===== config.mk =====
export PLATFORM = sky130hd
export DESIGN_NAME = adc_cfg_port
export DESIGN_NICKNAME = d
export VERILOG_FILES = /design/src/rtl/adc_cfg_pkg.sv /design/src/rtl/adc_cfg_sync.sv /design/src/rtl/adc_cfg_capture.sv /design/src/rtl/adc_cfg_shifter.sv /design/src/rtl/adc_cfg_port.sv
export SDC_FILE = /design/constraint.sdc
export NUM_CORES = 1
export LEC_CHECK = 0
export ABC_CLOCK_PERIOD_IN_PS = 1600
export CORE_ASPECT_RATIO = 0.9
export CORE_MARGIN = 3
export CORE_UTILIZATION = 50
export DETAILED_ROUTE_END_ITERATION = 16
export DONT_BUFFER_PORTS = 1
export PLACE_DENSITY = 0.72
export SYNTH_ARGS = -nofsm -noshare
export SYNTH_HDL_FRONTEND = slang
export SYNTH_SLANG_ARGS = --single-unit

===== constraint.sdc =====
create_clock -name clk -period 1.6 [get_ports clk]
set_input_delay 0.32 -clock clk [delete_from_list [all_inputs] [get_ports clk]]
set_output_delay 0.32 -clock clk [all_outputs]
set_load 0.01 [all_outputs]

===== src/rtl/adc_cfg_pkg.sv =====
package adc_cfg_pkg;

  // state of the configuration capture within a frame
  typedef enum logic [1:0] {
    CAP_FLAG  = 2'd0,  // waiting for the update flag bit
    CAP_SHIFT = 2'd1,  // flag was high, collecting bits
    CAP_SKIP  = 2'd2   // flag low or word complete, ignore din
  } cap_state_e;

  // number of falling serial edges for which the output stays driven
  function automatic int unsigned frame_edges(int unsigned res_w,
                                              int unsigned cfg_w,
                                              logic        rb_on);
    return rb_on ? (res_w + cfg_w) : res_w;
  endfunction

  // width of a counter that must hold values 0..n
  function automatic int unsigned cnt_width(int unsigned n);
    return (n < 2) ? 1 : $clog2(n + 1);
  endfunction

endpackage


===== src/rtl/adc_cfg_sync.sv =====
module adc_cfg_sync #(
  parameter int unsigned W      = 3,
  parameter int unsigned STAGES = 2
) (
  input  logic         clk,
  input  logic         rst_n,
  input  logic [W-1:0] d_i,
  output logic [W-1:0] q_o,
  output logic [W-1:0] rise_o,
  output logic [W-1:0] fall_o
);

  logic [W-1:0] stage_q [STAGES];
  logic [W-1:0] prev_q;

  genvar s;
  generate
    for (s = 0; s < STAGES; s++) begin : g_stage
      if (s == 0) begin : g_first
        always_ff @(posedge clk or negedge rst_n) begin
          if (!rst_n) stage_q[0] <= '0;
          else        stage_q[0] <= d_i;
        end
      end else begin : g_next
        always_ff @(posedge clk or negedge rst_n) begin
          if (!rst_n) stage_q[s] <= '0;
          else        stage_q[s] <= stage_q[s-1];
        end
      end
    end
  endgenerate

  always_ff @(posedge clk or negedge rst_n) begin
    if (!rst_n) prev_q <= '0;
    else        prev_q <= stage_q[STAGES-1];
  end

  assign q_o    = stage_q[STAGES-1];
  assign rise_o = stage_q[STAGES-1] & ~prev_q;
  assign fall_o = ~stage_q[STAGES-1] & prev_q;

endmodule


===== src/rtl/adc_cfg_capture.sv =====
module adc_cfg_capture
  import adc_cfg_pkg::*;
#(
  parameter int unsigned CFG_W = 14
) (
  input  logic             clk,
  input  logic             rst_n,
  input  logic             frame_start_i,
  input  logic             sck_rise_i,
  input  logic             din_i,
  output logic [CFG_W-1:0] stage_o,
  output logic             stage_vld_o
);

  localparam int unsigned RCNT_W = cnt_width(CFG_W);

  cap_state_e        state_q;
  logic [RCNT_W-1:0] bits_q;
  logic [CFG_W-1:0]  shift_q;
  logic              last_bit;

  assign last_bit = (bits_q == RCNT_W'(CFG_W - 1));

  always_ff @(posedge clk or negedge rst_n) begin
    if (!rst_n) begin
      state_q     <= CAP_SKIP;
      bits_q      <= '0;
      shift_q     <= '0;
      stage_o     <= '0;
      stage_vld_o <= 1'b0;
    end else if (frame_start_i) begin
      // new phase: staged word is consumed, partial word dropped
      state_q     <= CAP_FLAG;
      bits_q      <= '0;
      shift_q     <= '0;
      stage_vld_o <= 1'b0;
    end else if (sck_rise_i) begin
      unique case (state_q)
        CAP_FLAG: begin
          bits_q  <= RCNT_W'(1);
          shift_q <= {shift_q[CFG_W-2:0], din_i};
          state_q <= din_i ? CAP_SHIFT : CAP_SKIP;
        end
        CAP_SHIFT: begin
          bits_q  <= bits_q + RCNT_W'(1);
          shift_q <= {shift_q[CFG_W-2:0], din_i};
          if (last_bit) begin
            stage_o     <= {shift_q[CFG_W-2:0], din_i};
            stage_vld_o <= 1'b1;
            state_q     <= CAP_SKIP;
          end
        end
        default: ;
      endcase
    end
  end

endmodule


===== src/rtl/adc_cfg_shifter.sv =====
module adc_cfg_shifter
  import adc_cfg_pkg::*;
#(
  parameter int unsigned FRAME_W = 30,
  parameter int unsigned CNT_W   = 5
) (
  input  logic               clk,
  input  logic               rst_n,
  input  logic               frame_start_i,
  input  logic               sck_fall_i,
  input  logic [FRAME_W-1:0] word_i,
  input  logic [CNT_W-1:0]   limit_i,
  output logic               sdo_o,
  output logic               oe_o,
  output logic [CNT_W-1:0]   edges_o,
  output logic [CNT_W-1:0]   limit_o
);

  logic [FRAME_W-1:0] word_q;
  logic               last_edge;

  assign last_edge = (edges_o == limit_o - CNT_W'(1));

  always_ff @(posedge clk or negedge rst_n) begin
    if (!rst_n) begin
      word_q  <= '0;
      oe_o    <= 1'b0;
      edges_o <= '0;
      limit_o <= '0;
    end else if (frame_start_i) begin
      word_q  <= word_i;
      oe_o    <= 1'b1;
      edges_o <= '0;
      limit_o <= limit_i;
    end else if (sck_fall_i && oe_o) begin
      word_q  <= {word_q[FRAME_W-2:0], 1'b0};
      edges_o <= edges_o + CNT_W'(1);
      if (last_edge) oe_o <= 1'b0;
    end
  end

  assign sdo_o = oe_o & word_q[FRAME_W-1];

endmodule


===== src/rtl/adc_cfg_port.sv =====
module adc_cfg_port
  import adc_cfg_pkg::*;
#(
  parameter int unsigned RES_W       = 16,
  parameter int unsigned CFG_W       = 14,
  parameter int unsigned SYNC_STAGES = 2,
  parameter int unsigned RB_BIT      = 0,
  parameter logic [13:0] CFG_RST     = 14'h0000
) (
  input  logic             clk,
  input  logic             rst_n,
  input  logic             cnv_i,
  input  logic             sck_i,
  input  logic             din_i,
  input  logic             eoc_i,
  input  logic [RES_W-1:0] result_i,
  output logic             sdo_o,
  output logic             sdo_oe_o,
  output logic [CFG_W-1:0] cfg_o,
  output logic             cfg_upd_o,
  output logic             busy_sel_o
);

  localparam int unsigned FRAME_W = RES_W + CFG_W;
  localparam int unsigned CNT_W   = cnt_width(FRAME_W);

  // synchronised inputs: bit 0 cnv, bit 1 sck, bit 2 din
  logic [2:0] sync_q, sync_rise, sync_fall;
  logic       cnv_rise, sck_rise, sck_fall, din_s;

  adc_cfg_sync #(.W(3), .STAGES(SYNC_STAGES)) sync_i (
    .clk    (clk),
    .rst_n  (rst_n),
    .d_i    ({din_i, sck_i, cnv_i}),
    .q_o    (sync_q),
    .rise_o (sync_rise),
    .fall_o (sync_fall)
  );

  assign cnv_rise = sync_rise[0];
  assign sck_rise = sync_rise[1];
  assign sck_fall = sync_fall[1];
  assign din_s    = sync_q[2];

  // configuration capture
  logic [CFG_W-1:0] stage_w;
  logic             stage_vld;

  adc_cfg_capture #(.CFG_W(CFG_W)) cap_i (
    .clk           (clk),
    .rst_n         (rst_n),
    .frame_start_i (cnv_rise),
    .sck_rise_i    (sck_rise),
    .din_i         (din_s),
    .stage_o       (stage_w),
    .stage_vld_o   (stage_vld)
  );

  // configuration that governs the phase now opening
  logic [CFG_W-1:0] cfg_next;
  logic [CNT_W-1:0] limit_next;

  assign cfg_next   = stage_vld ? stage_w : cfg_o;
  assign limit_next = CNT_W'(frame_edges(RES_W, CFG_W, cfg_next[RB_BIT]));

  always_ff @(posedge clk or negedge rst_n) begin
    if (!rst_n) begin
      cfg_o     <= CFG_RST[CFG_W-1:0];
      cfg_upd_o <= 1'b0;
    end else begin
      cfg_upd_o <= cnv_rise & stage_vld;
      if (cnv_rise && stage_vld) cfg_o <= stage_w;
    end
  end

  // serial output
  logic [CNT_W-1:0] edge_cnt, edge_lim;

  adc_cfg_shifter #(.FRAME_W(FRAME_W), .CNT_W(CNT_W)) shf_i (
    .clk           (clk),
    .rst_n         (rst_n),
    .frame_start_i (cnv_rise),
    .sck_fall_i    (sck_fall),
    .word_i        ({result_i, cfg_next}),
    .limit_i       (limit_next),
    .sdo_o         (sdo_o),
    .oe_o          (sdo_oe_o),
    .edges_o       (edge_cnt),
    .limit_o       (edge_lim)
  );

  // busy-indicator selection at end of conversion
  always_ff @(posedge clk or negedge rst_n) begin
    if (!rst_n)     busy_sel_o <= 1'b0;
    else if (eoc_i) busy_sel_o <= ~cnv_i;
  end

endmodule


==> metrics <==
status=finished with violations; failing checks=hold timing, setup timing; Synth Cell Area=around 0.0041 mm²; Syn Nets=410; die area=slightly above 0.009 mm²; Initial Util=52.69%; vias=2,776; Final Util=between 50% and 60%; vias in the first global route=about 2.7k; layout cells sized above 1=between 10% and 20%; CTS clock-pin slew for the worst setup and hold paths=0.10 ns; row count=30; total gr overflow=0; Yosys top cell by area=dfrtp_1; Hold Path Class=in -> async; Clk Latency, worst-skew pair=approximately 0.36 ns; post-CTS setup buffer count=0; Max rail drop VDD=600.8 µV; PD cells=1026 mW/mm²; Total Wirelength=~7500 µm; Max-slew headroom=between 70% and 80%; CTS buffer count=9; Placer Congestion=~0.8; max_cap viols=0; Worst EP required=roughly 1.8 ns; CP max FO=14; synth unique cells=38; Worst Setup Slack, final=-0.002030 ns; die width=101.1 µm; clk sinks=96; io pins=40; most common cell after layout, fill and taps aside=dfrtp_1; post-route clock period utilization=100.1%; static leakage=2.091 nW; setup_tns=-0.002030 ns; layout net count=between 400 and 500; startpoint types=flip-flop; Fin Hold WS=-0.3655 ns; 1st-pass router iterations=4; Antenna Cells=0; clock root buffer=clkbuf_8; drt via density=between 5 and 6; placed instance count=about 480; yosys warns=0; cts hold-fix bufs=3; post-synthesis sequential area ratio=around 60%; initial antenna violation count=0; chip height=91.63 µm; Final ANT Viol Nets=0; Final Skew=roughly 0.014 ns; GR Util All Layers=~17%; drc violations=0; Post-Layout Inst Area=0.004519 mm²; largest net degree at the start of global routing=97; Synth top area share=a little under 60%; largest cells by area after synthesis=dfrtp_1 58%, nand2_1 8.2%, mux2_2 7.7%; final hold vios=96; placed cell area=around 0.0043 mm²; Post-DP HPWL=about 4900 µm; Register Area=~0.0024 mm²; critical setup path kind=reg -> reg; CP arrival=roughly 1.8 ns; RSZ-0062 raised after global routing=true; Max Slew Vio Count=0; Tightest Pin Transition=~0.42 ns; first-pass GRT wire length=approximately 13,000 µm; H-tree levels=3; Core ar.=0.007732 mm²; Max clock buf depth=2; area occupied by multi-input gates=0.001553 mm²; Filler cells=roughly 650; fmax=about 620 MHz; Layout area overhead=10.93%; post-synthesis register bit count=96; crit path time final=between 1.5 and 2 ns; Setup Viol. Count Final=1; port bufs=0; Avg Cell Area, Syn=~11 µm²; highest-count cells in the layout ignoring fill and taps=95 x dfrtp_1, 89 x nand2_1, 31 x a31oi_1, 27 x mux2_2, 21 x nor2_1; Finished Layout Cells=a little under 500; CP Capture Type=flip-flop; Starting DRT DRC Count=approximately 210; Post-Syn Instances=385; DR WL/cell=between 15 and 20 µm; CTS tree=yes
==> critical path, cell delays in order, from the launching register on <==
cell and delay [ns]:
dfstp_2 0.37, or3b_4 0.40, nor3_4 0.21, buf_12 0.17
mux2_2 0.33
==> registers in the layout (all words and copies together), names as in the netlist, 2 cells and up <==
register and count:
shf_i.edges_o 5, sync_i.q_o 3, shf_i.limit_o 2, sync_i.stage_q 3, cap_i.bits_q 4, cap_i.state_q 2
cfg_o 14, cap_i.stage_o 14, cap_i.shift_q 13, shf_i.word_q 30, sync_i.prev_q 2
==> path summary, 6_finish.rpt <==
kind                                   start           endpoint  slack (ns)  cells past startpoint
setup / recovery            cap_i.state_q[1]  cap_i.stage_o[10]      -0.002                      4
hold / removal                         rst_n   shf_i.word_q[25]       -0.37                      0
setup reg to reg            cap_i.state_q[1]  cap_i.stage_o[10]      -0.002                      4
hold reg to reg            sync_i.stage_q[5]      sync_i.q_o[2]        0.36                      0
max in group asynchronous              rst_n   cap_i.state_q[1]        1.76                      0
min in group clk                       cnv_i         busy_sel_o        0.04                      1
==> repair_timing <==
action,in CTS,in global routing
resized for setup,0,1
hold endpoints to repair,99,96
setup endpoints to repair,0,14
==> cell families after synthesis <==
logic type,share of synthesized area (%)
AND/OR/NAND/NOR,16.31
flip-flops,59.00
AO/OA/AOI/OAI,11.39
multiplexers,8.477
buffers and inverters,3.040
XOR/XNOR,0.8601
adder cells (fa/ha/maj),0.9215
==> Yosys cell counts, drive strengths merged <==
library cell  instances
or2                   1
nor3b                 2
nand4                 2
nor2b                14
o21ai                 5
o21a                  2
clkbuf               19
dfstp                 1
xnor2                 3
and2                  1
or3b                  1
nand3b                2
a21o                  1
nand4b                1
a211oi               14
dfrtp                95
inv                   4
and3                  2
nor2                 21
ha                    3
a31oi                31
nor3                  2
a31o                  1
mux2                 28
a21oi                20
buf                   7
mux2i                 3
a41oi                 1
xor2                  1
nand2                89
nand3                 2
or3                   2
and3b                 1
nand2b                3
==> layout make-up <==
type	count	share of cell area (%)
Clock inverter	6	1.467
Clock buffer	9	2.741
Multi-Input combinational cell	259	34.36
Timing Repair Buffer	24	5.260
Tap cell	96	2.658
Sequential cell	96	53.18
Inverter	4	0.3322
==> power breakdown <==
part,switching [W],internal (W),leakage (nW)
sequential,0.0000931,0.00258,1.24
combinational,0.000212,0.000177,0.753
clock,0.000849,0.000726,0.100
total,0.00115,0.00348,2.09
==> stage by stage <==
stage                     power (W)  worst slack [ns]
after floorplan            0.002981          -0.04506
final                      0.004637         -0.002030
after CTS                  0.004691          0.002258
after detailed placement   0.003107           0.01416
after global routing       0.004864          -0.06933
after global placement     0.003087           0.06557
==> per-layer routing <==
layer | share of wire (%) | track usage, %
met4 | 1.2 | 5.094
met2 | 46 | 24.84
met3 | 5.2 | 5.171
met1 | 48 | 25.83
met5 | 0 | 0
Note: power is estimated with default switching activity, not from simulation.
